### config.mk
export PLATFORM = sky130hd
export DESIGN_NAME = cc_packed_array
export DESIGN_NICKNAME = d
export VERILOG_FILES = /design/src/rtl/cc_pkg.sv /design/src/rtl/cc_serial_mul.sv /design/src/rtl/cc_serial_add.sv /design/src/rtl/cc_cell.sv /design/src/rtl/cc_packed_array.sv
export SDC_FILE = /design/constraint.sdc
export NUM_CORES = 1
export LEC_CHECK = 0
export BUFFER_PORTS_ARGS = -buffer_cell sky130_fd_sc_hd__buf_4
export CAP_MARGIN = 40
export CORE_MARGIN = 2
export CORE_UTILIZATION = 30
export DETAILED_ROUTE_END_ITERATION = 10
export PLACE_DENSITY = 0.47
export REMOVE_ABC_BUFFERS = 1
export SKIP_CTS_REPAIR_TIMING = 1
export SYNTH_ARGS = -nofsm -noshare
export SYNTH_HDL_FRONTEND = slang
export SYNTH_SLANG_ARGS = --single-unit
### constraint.sdc
create_clock -name clk_i -period 6.15 [get_ports clk_i]
set_input_delay 0.9225 -clock clk_i [delete_from_list [all_inputs] [get_ports clk_i]]
set_output_delay 0.9225 -clock clk_i [all_outputs]
set_load 0.005 [all_outputs]
### src/rtl/cc_pkg.sv
package cc_pkg;
  typedef enum logic {
    ACC_FULL = 1'b0,
    ACC_HALF = 1'b1
  } acc_mode_e;

  // last slot index of a word for the given mode
  function automatic int unsigned last_slot(input acc_mode_e mode, input int unsigned acc_w);
    return (mode == ACC_HALF) ? (acc_w / 2) - 1 : acc_w - 1;
  endfunction
endpackage

### src/rtl/cc_serial_mul.sv
// Serial-parallel signed multiplier: parallel weight, serial data LSB first.
module cc_serial_mul #(
  parameter int unsigned DATA_W = 8
) (
  input  logic              clk_i,
  input  logic              rst_ni,
  input  logic              en_i,
  input  logic              first_i,
  input  logic              x_i,
  input  logic [DATA_W-1:0] w_i,
  output logic              prod_o
);
  localparam int unsigned P_W = DATA_W + 2;

  logic [P_W-1:0] acc_q;
  logic [P_W-1:0] part;
  logic [P_W-1:0] w_ext;

  assign w_ext  = {{2{w_i[DATA_W-1]}}, w_i};
  assign part   = (first_i ? '0 : acc_q) + (x_i ? w_ext : '0);
  assign prod_o = en_i & part[0];

  always_ff @(posedge clk_i or negedge rst_ni) begin
    if (!rst_ni)   acc_q <= '0;
    else if (en_i) acc_q <= {part[P_W-1], part[P_W-1:1]};
    else           acc_q <= '0;
  end
endmodule

### src/rtl/cc_serial_add.sv
// Bit-serial adder with registered sum; carry cleared at a word boundary.
module cc_serial_add (
  input  logic clk_i,
  input  logic rst_ni,
  input  logic en_i,
  input  logic first_i,
  input  logic a_i,
  input  logic b_i,
  output logic sum_o
);
  logic c_q;
  logic c_eff;
  logic s;
  logic co;

  assign c_eff = first_i ? 1'b0 : c_q;
  assign s     = a_i ^ b_i ^ c_eff;
  assign co    = (a_i & b_i) | (c_eff & (a_i ^ b_i));

  always_ff @(posedge clk_i or negedge rst_ni) begin
    if (!rst_ni) begin
      sum_o <= 1'b0;
      c_q   <= 1'b0;
    end else begin
      sum_o <= en_i & s;
      c_q   <= en_i & co;
    end
  end

  // zero product bit with no pending carry leaves the partial sum untouched
  a_r3_pass_through: assert property (@(posedge clk_i) disable iff (!rst_ni)
    (en_i && !a_i && (first_i || !c_q)) |=> (sum_o == $past(b_i)));
endmodule

### src/rtl/cc_cell.sv
module cc_cell
  import cc_pkg::*;
#(
  parameter int unsigned DATA_W = 8,
  parameter int unsigned ACC_W  = 32,
  parameter int unsigned GROUP  = 4,
  parameter int unsigned SEL_W  = $clog2(GROUP),
  parameter int unsigned CNT_W  = $clog2(ACC_W)
) (
  input  logic              clk_i,
  input  logic              rst_ni,
  input  logic              acc16_i,
  input  logic              ld_i,
  input  logic [DATA_W-1:0] ld_w_i,
  input  logic [SEL_W-1:0]  ld_sel_i,
  input  logic [GROUP-1:0]  x_i,
  input  logic              start_i,
  input  logic              psum_i,
  input  logic              pstart_i,
  output logic              psum_o,
  output logic              pstart_o
);
  logic [DATA_W-1:0] w_q;
  logic [SEL_W-1:0]  sel_q;
  logic              run_q;
  logic [CNT_W-1:0]  cnt_q;
  logic              sign_q;
  logic              active;
  logic [CNT_W-1:0]  slot;
  logic [CNT_W-1:0]  last;
  logic              first;
  logic              x_sel;
  logic              x_eff;
  logic              prod;

  assign active = start_i | run_q;
  assign slot   = start_i ? '0 : cnt_q;
  assign last   = CNT_W'(last_slot(acc_mode_e'(acc16_i), ACC_W));
  assign first  = active && (slot == '0);
  assign x_sel  = x_i[sel_q];
  assign x_eff  = (slot < CNT_W'(DATA_W)) ? x_sel : sign_q;

  always_ff @(posedge clk_i or negedge rst_ni) begin
    if (!rst_ni) begin
      w_q   <= '0;
      sel_q <= '0;
    end else if (ld_i) begin
      w_q   <= ld_w_i;
      sel_q <= ld_sel_i;
    end
  end

  always_ff @(posedge clk_i or negedge rst_ni) begin
    if (!rst_ni) begin
      run_q    <= 1'b0;
      cnt_q    <= '0;
      sign_q   <= 1'b0;
      pstart_o <= 1'b0;
    end else begin
      run_q    <= active;
      pstart_o <= first;
      if (!active || slot >= last) cnt_q <= '0;
      else                         cnt_q <= slot + 1'b1;
      if (active && slot == CNT_W'(DATA_W - 1)) sign_q <= x_sel;
    end
  end

  cc_serial_mul #(.DATA_W(DATA_W)) u_mul (
    .clk_i  (clk_i),
    .rst_ni (rst_ni),
    .en_i   (active),
    .first_i(first),
    .x_i    (x_eff),
    .w_i    (w_q),
    .prod_o (prod)
  );

  cc_serial_add u_add (
    .clk_i  (clk_i),
    .rst_ni (rst_ni),
    .en_i   (active),
    .first_i(first),
    .a_i    (prod),
    .b_i    (psum_i),
    .sum_o  (psum_o)
  );

  a_r1_weight_hold: assert property (@(posedge clk_i) disable iff (!rst_ni)
    !ld_i |=> ($stable(w_q) && $stable(sel_q)));

  a_r1_weight_load: assert property (@(posedge clk_i) disable iff (!rst_ni)
    ld_i |=> ((w_q == $past(ld_w_i)) && (sel_q == $past(ld_sel_i))));

  // boundaries along a row stay one cycle apart per column
  a_r5_row_aligned: assert property (@(posedge clk_i) disable iff (!rst_ni)
    pstart_i |-> first);

  a_r8_idle_quiet: assert property (@(posedge clk_i) disable iff (!rst_ni)
    !active |=> (!psum_o && !pstart_o));
endmodule

### src/rtl/cc_packed_array.sv
module cc_packed_array #(
  parameter int unsigned ROWS   = 4,
  parameter int unsigned COLS   = 4,
  parameter int unsigned GROUP  = 4,
  parameter int unsigned DATA_W = 8,
  parameter int unsigned ACC_W  = 32,
  localparam int unsigned SEL_W  = $clog2(GROUP),
  localparam int unsigned ROW_AW = $clog2(ROWS),
  localparam int unsigned COL_AW = $clog2(COLS),
  localparam int unsigned CNT_W  = $clog2(ACC_W)
) (
  input  logic                  clk_i,
  input  logic                  rst_ni,
  input  logic                  acc16_i,
  input  logic                  load_en_i,
  input  logic [ROW_AW-1:0]     load_row_i,
  input  logic [COL_AW-1:0]     load_col_i,
  input  logic [DATA_W-1:0]     load_w_i,
  input  logic [SEL_W-1:0]      load_sel_i,
  input  logic [COLS*GROUP-1:0] col_bits_i,
  input  logic [COLS-1:0]       col_start_i,
  output logic [ROWS-1:0]       row_bit_o,
  output logic [ROWS-1:0]       row_start_o
);
  logic [GROUP-1:0] dbit   [ROWS][COLS];
  logic             dstart [ROWS][COLS];
  logic             ps     [ROWS][COLS+1];
  logic             pst    [ROWS][COLS+1];

  for (genvar r = 0; r < ROWS; r++) begin : g_row
    assign ps[r][0]       = 1'b0;
    assign pst[r][0]      = 1'b0;
    assign row_bit_o[r]   = ps[r][COLS];
    assign row_start_o[r] = pst[r][COLS];

    for (genvar c = 0; c < COLS; c++) begin : g_col
      logic ld;

      if (r == 0) begin : g_entry
        assign dbit[r][c]   = col_bits_i[c*GROUP +: GROUP];
        assign dstart[r][c] = col_start_i[c];
      end else begin : g_climb
        logic [GROUP-1:0] bits_q;
        logic             start_q;
        always_ff @(posedge clk_i or negedge rst_ni) begin
          if (!rst_ni) begin
            bits_q  <= '0;
            start_q <= 1'b0;
          end else begin
            bits_q  <= dbit[r-1][c];
            start_q <= dstart[r-1][c];
          end
        end
        assign dbit[r][c]   = bits_q;
        assign dstart[r][c] = start_q;
      end

      assign ld = load_en_i && (load_row_i == ROW_AW'(r)) && (load_col_i == COL_AW'(c));

      cc_cell #(
        .DATA_W(DATA_W),
        .ACC_W (ACC_W),
        .GROUP (GROUP),
        .SEL_W (SEL_W),
        .CNT_W (CNT_W)
      ) u_cell (
        .clk_i   (clk_i),
        .rst_ni  (rst_ni),
        .acc16_i (acc16_i),
        .ld_i    (ld),
        .ld_w_i  (load_w_i),
        .ld_sel_i(load_sel_i),
        .x_i     (dbit[r][c]),
        .start_i (dstart[r][c]),
        .psum_i  (ps[r][c]),
        .pstart_i(pst[r][c]),
        .psum_o  (ps[r][c+1]),
        .pstart_o(pst[r][c+1])
      );
    end
  end
endmodule

==> summary.md, run 1 <==
| Metric | Value |
|---|---|
| Syn_area_per_cell | `around 11 um^2` |
| Final Wtd Congestion | `slightly above 0.8` |
| Power Total | `around 11 mW` |
| Max Cap Viol | `0` |
| Commonest cells after routing, fill and taps aside | `512 x dfrtp_1, 243 x nor2_1, 196 x ha_1, 194 x nor2b_1, 181 x and2_1` |
| Nets | `2,917` |
| First-pass GRT wire length | `about 100 mm` |
| Period utilization | `0.521` |
| Clock Sinks | `around 510` |
| Clock Tree Buf Depth | `3` |
| WS Path Type | `flop to flop` |
| Count of final hold-check violations | `0` |
| Pwr Density | `365 mW/mm^2` |
| Crit Reg-Reg Endpoint | `g_row[1].g_col[1].u_cell.u_mul.acc_q[7]` |
| GRT Total Usage | `0.138` |
| I/O Buffers | `45` |
| Worst-Margin Slew | `approximately 870 ps` |
| Commonest non-fill, non-tap cell in the layout | `dfrtp_1` |
| Number of synthesized flops with an enable pin | `0` |
| Detailed Routing Iterations Pass 1 | `5` |
| Die X | `~310 um` |
| Critical path launch point type | `flop` |
| Setup ws final | `a little under 3000 ps` |
| Starting Density | `0.302` |
| Antenna violations before repair | `8` |
| Num ports | `46` |
| Remaining DRCs | `0` |
| Setup TNS | `0 ps` |
| Pre-CTS setup slack | `2370 ps` |
| GR Overflow Total | `0` |
| Pleak | `14.6 nW` |
| CTS Buf Count | `about 60` |
| RR Startpoint | `g_row[1].g_col[1].g_climb.start_q` |
| Core area | `0.0914 mm^2` |
| Main flop type after synthesis | `dfrtp_1` |
| Uppermost layer routed | `met5` |
| R2r setup slk | `between 2000 and 3000 ps` |
| Met3 WL | `roughly 2.2 mm` |
| WL final | `between 60 and 70 mm` |
| Met2 WL post-DR | `~29 mm` |
| Initial drt markers | `1,061` |
| M1 WL | `around 31 mm` |
| Clk Latency, worst-skew pair | `between 600 and 700 ps` |
| Drt wl/cell | `about 16 um` |
| Routed Antenna Nets | `0` |
| Critical path endpoint category | `flop` |
| # fillers | `just over 9,000` |
| Worst min path class | `primary input to async pin` |
| Minimum clock period | `between 3000 and 4000 ps` |
| Status | `completed` |
| Synth Register Bits | `~510` |
| Max Transition Viols Final | `0` |
| Largest net degree at the start of global routing | `137` |
| Clk pin slew, worst setup/hold paths | `~60 ps` |
| Die H | `307 um` |
| Placed wire-length estimate | `around 42 mm` |
| F_max | `about 310 MHz` |
| H-Tree Depth | `2` |
| CTS tree | `done` |
| CTS Root Cell | `clkbuf_16` |
| Share of cells above drive strength 1 | `0.154` |
| RSZ-0062 raised after global routing | `no` |
| Worst VDD drop | `approximately 0.20 mV` |
| Max Clock Skew | `roughly 20 ps` |
| Syn Inst Count | `~2,600` |
| Vias in the first global route | `slightly below 20,000` |
| YS warnings | `0` |
| Crit Path Max Fanout | `12` |
| P&R area growth vs syn | `14.1%` |
| Worst path arrival time | `between 3000 and 4000 ps` |
| Max transition margin | `0.422` |
| Avg Vias per Cell | `roughly 4.8` |
| Critical Path RT | `approximately 6700 ps` |
| Die area | `around 0.094 mm^2` |
| Via count | `18,500` |
| Fraction of registers with async set/reset | `1.00` |
| Mapped Area | `~0.028 mm^2` |
| Seq/Total Area, Yosys | `0.464` |
| Row Count | `~110` |
| Synth unique cells | `between 40 and 50` |
| Final setup violation count | `0` |
| Reg2Reg Depth | `12` |
[layer usage]
layer  vias up  track usage
li1       9000            -
met4         6       0.0348
met3        85       0.0224
met5         -            0
met2       215        0.224
met1      9187        0.192
[state kept, by name (all words and copies together) (netlist names)]
signal                          cells
g_row.g_col.g_climb.bits_q         48
g_row.g_col.g_climb.start_q        12
g_row.g_col.u_cell.cnt_q           80
g_row.g_col.u_cell.pstart_o         4
g_row.g_col.u_cell.run_q           16
g_row.g_col.u_cell.sel_q           32
g_row.g_col.u_cell.sign_q          16
g_row.g_col.u_cell.u_add.c_q       16
g_row.g_col.u_cell.u_add.sum_o     16
g_row.g_col.u_cell.u_mul.acc_q    144
g_row.g_col.u_cell.w_q            128
[worst max-delay path, stage by stage (launching register included)]
cell and delay [ps]:
dfrtp_1 530, nand2b_1 240, ha_1 200, o21ai_1 410, and2_1 220, ha_1 220, inv_1 70, fa_1 380
nor2b_1 210, o2111a_1 230, nor3_1 80, o21ai_0 120, nor3b_1 190
[worst max-delay path by stage]
stage / endpoint / startpoint / cells after the start / slack [ps]
finish: g_row[1].g_col[1].u_cell.u_mul.acc_q[7] / g_row[1].g_col[1].g_climb.start_q / 12 / 2950
detailed placement: g_row[0].g_col[1].u_cell.u_mul.acc_q[7] / col_start_i[1] / 13 / 2370
global route: g_row[1].g_col[1].u_cell.u_mul.acc_q[7] / g_row[1].g_col[1].g_climb.start_q / 12 / 2470
floorplan: g_row[0].g_col[2].u_cell.u_mul.acc_q[6] / col_bits_i[11] / 10 / 2790
global placement: g_row[0].g_col[2].u_cell.u_mul.acc_q[6] / col_bits_i[11] / 11 / 2450
CTS: g_row[1].g_col[1].u_cell.u_mul.acc_q[7] / g_row[1].g_col[1].g_climb.start_q / 12 / 2900
[synth_stat cells (15+ instances only)]
cell type,instances,area (um^2)
clkbuf_1,28,105
nor3_1,85,425
o21a_1,16,120
mux2_2,176,1980
o21ai_0,113,566
nand2b_1,56,350
inv_1,138,518
dfrtp_1,512,12800
nor4_1,15,93.8
a21o_1,16,120
a32o_1,15,150
a211oi_1,28,210
nand3_1,64,320
nor2b_1,194,1210
nor2_2,16,100
xor2_1,60,526
nor2_1,243,912
nor3b_1,28,210
and2_1,181,1130
ha_1,196,2450
a21oi_1,67,335
mux4_2,16,360
xnor2_1,36,315
fa_1,28,561
nand2_1,87,327
[cell families after synthesis]
logic type	Yosys count	synth area share
AND/OR/NAND/NOR	1035	0.204
flip-flops	512	0.464
AO/OA/AOI/OAI	309	0.0705
adder cells (fa/ha/maj)	224	0.109
multiplexers	208	0.0945
buffers and inverters	189	0.0271
XOR/XNOR	96	0.0305
[layout make-up]
| type | count | area, um^2 | share of cell area |
|---|---|---|---|
| Inverter | 146 | 548 | 0.0174 |
| Timing Repair Buffer | 62 | 531 | 0.0168 |
| Tap cell | 1186 | 1480 | 0.0471 |
| Multi-Input combinational cell | 1872 | 14000 | 0.446 |
| Clock inverter | 26 | 320 | 0.0102 |
| Sequential cell | 512 | 12800 | 0.407 |
| Clock buffer | 83 | 1760 | 0.0559 |
| Antenna cell | 4 | 10.0 | 0.000318 |
[power by group]
group          internal (mW)  total, mW  switching [mW]
Clock                   2.21       3.72            1.51
Sequential              4.20       4.54           0.339
Combinational           1.53       3.24            1.70
Total                   7.94       11.5            3.55
[metrics by stage]
step / std cells / util / instance area (um^2) / hold slack [ps]
floorplan: 2530 / - / 27400 / 349
global placement: 3776 / 0.321 / 29400 / 364
detailed placement: 3778 / 0.322 / 29400 / 364
CTS: 3887 / 0.345 / 31500 / 338
global route: 3888 / 0.345 / 31500 / 355
finish: 3891 / 0.345 / 31500 / 336
No activity file was read; power rests on OpenSTA's default activity.
==> run 2: changes to the inputs <==
clock period = 3 ns   (was 6.15 ns; I/O delays follow)
==> run 2 against run 1 <==
  * Die area stayed put
  * Sequential power is 100% higher
  * Count of clock-buffer cells in the layout is 4 higher
  * Register-to-register slack worse by 2800 ps
  * Utilization is 0.99 points higher
  * Sequential share of layout area is 1.1 points lower
  * Largest cell class unchanged
==> summary.md, run 2 (synthesized netlist as in run 1, its figures left out) <==
| Metric | Value |
|---|---|
| Avg Vias per Cell | `4.73 (was 4.75)` |
| Die H | `307 um (unchanged)` |
| Nets | `3,026 (was 2,917)` |
| Routed Antenna Nets | `0 (unchanged)` |
| I/O Buffers | `45 (unchanged)` |
| Commonest non-fill, non-tap cell in the layout | `dfrtp_1 (unchanged)` |
| Count of final hold-check violations | `0 (unchanged)` |
| Area of the multi-input gates | `0.0141 mm^2 (was 0.0140 mm^2)` |
| Vias in the first global route | `19,800 (was 19,200)` |
| Top flop regs | `g_row.g_col.u_cell.u_mul.acc_q: 144 flops, g_row.g_col.u_cell.w_q: 128 flops, g_row.g_col.u_cell.cnt_q: 80 flops (unchanged)` |
| Worst min path class | `primary input to flop (was primary input to async pin)` |
| Clock Tree Buf Depth | `3 (unchanged)` |
| Die X | `307 um (unchanged)` |
| H-Tree Depth | `2 (unchanged)` |
| RSZ-0062 raised after global routing | `yes (was no)` |
| GR Overflow Total | `0 (unchanged)` |
| Worst VDD drop | `0.412 mV (was 0.205 mV)` |
| Critical path endpoint category | `flop (unchanged)` |
| Worst path arrival time | `3340 ps (was 3760 ps)` |
| Crit Reg-Reg Endpoint | `g_row[3].g_col[3].u_cell.u_mul.acc_q[6] (was g_row[1].g_col[1].u_cell.u_mul.acc_q[7])` |
| RR Startpoint | `g_row[3].g_col[3].u_cell.sel_q[0] (was g_row[1].g_col[1].g_climb.start_q)` |
| Power Total | `23.7 mW (was 11.5 mW)` |
| R2r setup slk | `150 ps (was 2950 ps)` |
| WL final | `64.4 mm (was 63.6 mm)` |
| Largest reg by FF count | `g_row.g_col.u_cell.u_mul.acc_q (unchanged)` |
| Final setup violation count | `0 (unchanged)` |
| P_int | `16.5 mW (was 7.94 mW)` |
| Drt wl/cell | `16.1 um (was 16.3 um)` |
| Via count | `18,900 (was 18,500)` |
| Clk Latency, worst-skew pair | `620 ps (was 640 ps)` |
| Minimum clock period | `2850 ps (was 3200 ps)` |
| Logic pwr share | `0.296 (was 0.281)` |
| Hold_sp | `col_start_i[3]` |
| CTS tree | `done (unchanged)` |
| Antenna violations before repair | `4 (was 8)` |
| Hold Path Stages | `1` |
| WS Path Type | `flop to flop (unchanged)` |
| Clk pin slew, worst setup/hold paths | `60 ps (about the same)` |
| Max Transition Viols Final | `0 (unchanged)` |
| Critical path launch point type | `flop (unchanged)` |
| Share of cells above drive strength 1 | `0.186 (was 0.154)` |
| Sequential share of power | `0.392 (was 0.395)` |
| Max transition margin | `0.498 (was 0.422)` |
| Setup TNS | `0 ps (unchanged)` |
| P&R area growth vs syn | `17.4% (was 14.1%)` |
| CTS Buf Count | `59 (was 61)` |
| Largest register FFs | `144 (unchanged)` |
| Detailed Routing Iterations Pass 1 | `5 (unchanged)` |
| CTS Root Cell | `clkbuf_16 (unchanged)` |
| Placed cell count | `3,870 (was 3,778)` |
| Starting Density | `0.302 (unchanged)` |
| Largest net degree at the start of global routing | `133 (was 137)` |
| Clock group share of total power | `0.311 (was 0.323)` |
| Placed wire-length estimate | `43.9 mm (was 42.0 mm)` |
| Pwr Density | `732 mW/mm^2 (was 365 mW/mm^2)` |
| # fillers | `9,168 (was 9,129)` |
| Final Wtd Congestion | `0.819 (was 0.824)` |
| Remaining DRCs | `0 (unchanged)` |
| F_max | `351 MHz (was 312 MHz)` |
| Critical Path RT | `3500 ps (was 6700 ps)` |
| Pleak | `15.1 nW (was 14.6 nW)` |
| Reg2Reg Depth | `10 (was 12)` |
| Register area | `0.0128 mm^2 (about the same)` |
| Final Non-Filler Cells | `4,000 (was 3,891)` |
| Commonest cells after routing, fill and taps aside | `511 x dfrtp_1, 242 x nor2_1, 196 x ha_1, 193 x nor2b_1, 181 x and2_1 (was 512 x dfrtp_1, 243 x nor2_1, 196 x ha_1, 194 x nor2b_1, 181 x and2_1)` |
| Max Clock Skew | `15.0 ps (was 19.7 ps)` |
| Period utilization | `0.949 (was 0.521)` |
| Hold Path Sink | `g_row[1].g_col[3].g_climb.start_q` |
| Die area | `0.0944 mm^2 (unchanged)` |
| Clock Sinks | `512 (unchanged)` |
| Crit Path Max Fanout | `5 (was 12)` |
| Sw Ratio | `0.305 (was 0.309)` |
| GRT Total Usage | `0.140 (was 0.138)` |
| Num ports | `46 (unchanged)` |
| Net Switching | `7.23 mW (was 3.55 mW)` |
| Initial drt markers | `945 (was 1,061)` |
| Core area | `0.0914 mm^2 (unchanged)` |
| Worst-Margin Slew | `752 ps (was 867 ps)` |
| First-pass GRT wire length | `106 mm (was 105 mm)` |
| Row Count | `111 (unchanged)` |
| Status | `completed (unchanged)` |
| Max Cap Viol | `0 (unchanged)` |
## run 2: cell count changes in the layout (fill, tap and decap cells not counted), sizes merged
| cell | before | now |
|---|---|---|
| diode | 4 | 3 |
| clkbuf | 83 | 87 |
| buf | 62 | 154 |
| clkinvlp | 4 | 3 |
| dlygate4sd3 | 0 | 19 |
| clkinv | 16 | 12 |
## run 2: worst max path at each step
| stage | startpoint | endpoint | slack [ps] | depth (start not counted) |
|---|---|---|---|---|
| 6_report | g_row[3].g_col[3].u_cell.sel_q[0] | g_row[3].g_col[3].u_cell.u_mul.acc_q[6] | 150 | 10 |
| 5_1_grt | g_row[0].g_col[2].u_cell.cnt_q[3] | g_row[0].g_col[2].u_cell.u_mul.acc_q[7] | -20 | 13 |
| 4_1_cts | g_row[3].g_col[3].u_cell.run_q | g_row[3].g_col[3].u_cell.u_mul.acc_q[7] | -10 | 12 |
| 3_5_place_dp | col_bits_i[11] | g_row[0].g_col[2].u_cell.u_mul.acc_q[6] | 4 | 11 |
| 3_3_place_gp | col_bits_i[15] | g_row[0].g_col[3].u_cell.u_mul.acc_q[6] | 40 | 12 |
| 2_1_floorplan | col_bits_i[11] | g_row[0].g_col[2].u_cell.u_mul.acc_q[6] | 110 | 10 |
## run 2: worst max-delay path, cell delays in order (launching register included)
cell and delay (ps):
dfrtp_1 360, mux4_2 540, mux2i_4 220, nand2b_1 180, inv_1 60, ha_1 300
a211oi_2 240, nor2_1 90, or4b_4 500, a21oi_1 170, nor3b_2 60
## run 2: area by class of cell
| type | count | share of cell area |
|---|---|---|
| diodes | 3 | 0.000232 |
| clock buffers | 87 | 0.0541 |
| clock inverters | 21 | 0.00780 |
| inverters | 146 | 0.0169 |
| multi-input cells | 1872 | 0.436 |
| flip-flops and latches | 512 | 0.395 |
| well taps | 1186 | 0.0458 |
| repair buffers | 173 | 0.0437 |
## run 2: power groups by stage
stage / clock network [mW] / registers [mW] / logic [mW]
3_5_place_dp: 0 / 9.45 / 7.01
4_1_cts: 7.66 / 9.34 / 7.07
5_1_grt: 7.95 / 9.52 / 8.06
2_1_floorplan: 0 / 9.17 / 5.14
6_report: 7.39 / 9.30 / 7.03
3_3_place_gp: 0 / 9.41 / 6.88
## run 2: stage by stage
stage	setup WS [ps]	cell area (um^2)	hold WS, ps	utilization
after floorplan	110	27400	154	-
after global placement	43.2	30100	313	0.329
after detailed placement	3.66	30100	315	0.329
after CTS	-14.3	32100	-366	0.351
after global routing	-20.5	32400	4.15	0.354
final	154	32400	23.0	0.355
## run 2: layer usage
| metal | GRT usage | up-vias | part of all wire |
|---|---|---|---|
| met2 | 0.229 | 202 | 0.46 |
| met5 | 0 | - | 0.00042 |
| met1 | 0.194 | 9391 | 0.49 |
| met3 | 0.0193 | 93 | 0.029 |
| met4 | 0.0362 | 4 | 0.022 |
| li1 | - | 9215 | - |
==> run 3: changes to the inputs <==
PLACE_DENSITY = default   (was 0.47)
PLACE_DENSITY_LB_ADDON = 0.3   (was default)
==> run 3 against run 2 <==
  * Setup slack lost 22 ps
  * Combinational power shrank 2%
  * Count of clock-buffer cells in the layout shrank 8
  * Clock power grew 5.7%
  * First-iteration DRC count shrank 3.6%
  * Hold slack gained 7.0 ps
  * Global-route usage shrank 0.60 points
  * Largest power group unchanged
==> summary.md, run 3 (synthesized netlist as in run 1, its figures left out) <==
| Metric | Value |
|---|---|
| Antenna violations before repair | `5 (was 4)` |
| GR Overflow Total | `0 (unchanged)` |
| Critical-path cell list | `dlygate4sd3_1 -> buf_4 -> mux4_2 -> mux2i_4 -> nand2b_1 -> inv_1 -> ha_1 -> a211oi_2 -> nor2_1 -> or4b_1 -> a21oi_1 -> nor3b_2 (was mux4_2 -> mux2i_4 -> nand2b_1 -> inv_1 -> ha_1 -> a211oi_2 -> nor2_1 -> or4b_4 -> a21oi_1 -> nor3b_2)` |
| Setup TNS | `0 ps (unchanged)` |
| F_max | `349 MHz (was 351 MHz)` |
| Clock Tree Buf Depth | `3 (unchanged)` |
| Pwr Density | `739 mW/mm^2 (was 732 mW/mm^2)` |
| Pleak | `15.2 nW (was 15.1 nW)` |
| Max Cap Viol | `0 (unchanged)` |
| Clk pin slew, worst setup/hold paths | `60 ps (about the same)` |
| Final setup violation count | `0 (unchanged)` |
| Max Clock Skew | `24.9 ps (was 15.0 ps)` |
| Status | `completed (unchanged)` |
| Commonest cells after routing, fill and taps aside | `511 x dfrtp_1, 241 x nor2_1, 196 x ha_1, 193 x nor2b_1, 181 x and2_1 (was 511 x dfrtp_1, 242 x nor2_1, 196 x ha_1, 193 x nor2b_1, 181 x and2_1)` |
| Final cell area excluding filler cells | `0.0325 mm^2 (was 0.0324 mm^2)` |
| Final Non-Filler Cells | `4,002 (was 4,000)` |
| Vias in the first global route | `19,000 (was 19,800)` |
| WL final | `61.6 mm (was 64.4 mm)` |
| Largest register FFs | `144 (unchanged)` |
| Detailed Routing Iterations Pass 1 | `5 (unchanged)` |
| Critical path launch point type | `primary input (was flop)` |
| Worst path arrival time | `3360 ps (was 3340 ps)` |
| Max Transition Viols Final | `0 (unchanged)` |
| Core area | `0.0914 mm^2 (unchanged)` |
| Initial drt markers | `911 (was 945)` |
| Largest reg by FF count | `g_row.g_col.u_cell.u_mul.acc_q (unchanged)` |
| Avg Vias per Cell | `4.65 (was 4.73)` |
| Die H | `307 um (unchanged)` |
| GRT Total Usage | `0.134 (was 0.140)` |
| Die X | `307 um (unchanged)` |
| Worst-Margin Slew | `699 ps (was 752 ps)` |
| Worst path max stage delay | `540 ps (about the same)` |
| P&R area growth vs syn | `17.9% (was 17.4%)` |
| Count of final hold-check violations | `0 (unchanged)` |
| Max transition margin | `0.533 (was 0.498)` |
| RSZ-0062 raised after global routing | `no (was yes)` |
| Starting Density | `0.302 (unchanged)` |
| Die area | `0.0944 mm^2 (unchanged)` |
| CTS Root Cell | `clkbuf_16 (unchanged)` |
| Power Total | `24.0 mW (was 23.7 mW)` |
| Placed wire-length estimate | `42.1 mm (was 43.9 mm)` |
| Period utilization | `0.956 (was 0.949)` |
| I/O Buffers | `45 (unchanged)` |
| Minimum clock period | `2870 ps (was 2850 ps)` |
| First-pass GRT wire length | `103 mm (was 106 mm)` |
| Routed Antenna Nets | `0 (unchanged)` |
| Critical path endpoint category | `flop (unchanged)` |
| Worst min path class | `primary input to flop (unchanged)` |
| CTS Buf Count | `59 (unchanged)` |
| Remaining DRCs | `0 (unchanged)` |
| Clk Latency, worst-skew pair | `630 ps (was 620 ps)` |
| Largest net degree at the start of global routing | `69 (was 133)` |
| Clock Sinks | `512 (unchanged)` |
| H-Tree Depth | `2 (unchanged)` |
| Cell Area, Placed | `0.0302 mm^2 (was 0.0301 mm^2)` |
| Commonest non-fill, non-tap cell in the layout | `dfrtp_1 (unchanged)` |
| Share of cells above drive strength 1 | `0.189 (was 0.186)` |
| Slowest cell on the critical path | `dlygate4sd3_1 (was mux4_2)` |
| Critical Path RT | `3490 ps (was 3500 ps)` |
| Final Wtd Congestion | `0.812 (was 0.819)` |
| Num ports | `46 (unchanged)` |
| Nets | `3,030 (was 3,026)` |
| CTS tree | `done (unchanged)` |
| Placed cell count | `3,879 (was 3,870)` |
| Crit Path Max Fanout | `2 (was 5)` |
| WS Path Type | `primary input to flop (was flop to flop)` |
| Top flop regs | `g_row.g_col.u_cell.u_mul.acc_q: 144 flops, g_row.g_col.u_cell.w_q: 128 flops, g_row.g_col.u_cell.cnt_q: 80 flops (unchanged)` |
| Row Count | `111 (unchanged)` |
| ANT cells | `0 (was 3)` |
| R2r setup slk | `170 ps (was 150 ps)` |
| Drt wl/cell | `15.4 um (was 16.1 um)` |
| Via count | `18,600 (was 18,900)` |
| Worst VDD drop | `0.482 mV (was 0.412 mV)` |
==> run 3: cell types whose count changed in the layout (fill, tap and decap cells not counted), moves of 3 or more <==
cell	before	now
dlygate4sd3_1	19	14
diode_2	3	0
bufinv_16	5	10
buf_4	148	155
clkbuf_1	12	8
clkbuf_8	15	12
==> run 3: per-layer routing <==
metal,wire [um],part of all wire,vias up,global-route usage
li1,-,-,9226,-
met1,30800,0.50,9147,0.191
met2,27800,0.45,177,0.214
met3,2000,0.032,72,0.0206
met4,1010,0.016,6,0.0306
met5,41,0.00067,-,0
==> run 3: path summary, 6_finish.rpt <==
kind                                                            to                           startpoint  cells after the start
min                              g_row[1].g_col[2].g_climb.start_q                       col_start_i[2]                      1
max                        g_row[0].g_col[3].u_cell.u_mul.acc_q[6]                       col_bits_i[12]                     12
max in group asynchronous      g_row[1].g_col[3].g_climb.bits_q[0]                               rst_ni                      3
min in group asynchronous        g_row[0].g_col[0].u_cell.cnt_q[0]                               rst_ni                      2
max reg2reg                g_row[3].g_col[3].u_cell.u_mul.acc_q[6]    g_row[3].g_col[3].u_cell.sel_q[0]                     10
min reg2reg                    g_row[3].g_col[0].g_climb.bits_q[3]  g_row[2].g_col[0].g_climb.bits_q[3]                      0
==> run 3: metrics by stage <==
stage                     utilization  hold WS, ps  setup WS, ps
after floorplan                     -          154           110
after global placement          0.330          358          35.5
after detailed placement        0.330          356          18.8
after CTS                       0.354         -216          77.3
after global routing            0.356         7.69          2.02
final                           0.356         30.0           132
==> run 3: final cells by class <==
| type | instances | area (um^2) |
|---|---|---|
| flip-flops and latches | 512 | 12800 |
| well taps | 1186 | 1480 |
| clock inverters | 30 | 458 |
| fillers | 9161 | 58900 |
| inverters | 146 | 548 |
| repair buffers | 177 | 1460 |
| clock buffers | 79 | 1670 |
| multi-input cells | 1872 | 14100 |
==> run 3: where the power goes <==
group,switching [mW],internal [mW],leakage [nW]
Clock,3.03,4.78,1.04
Sequential,0.685,8.62,6.34
Combinational,3.53,3.39,7.83
Total,7.25,16.8,15.2
==> run 3: critical path: cells and delay by family <==
kind | cells | cell delay (ps)
AOI/OAI and AO/OA | 2 | 440
adders and majority gates | 1 | 290
buffers and inverters | 3 | 730
muxes | 2 | 660
and+or+nand+nor | 4 | 780
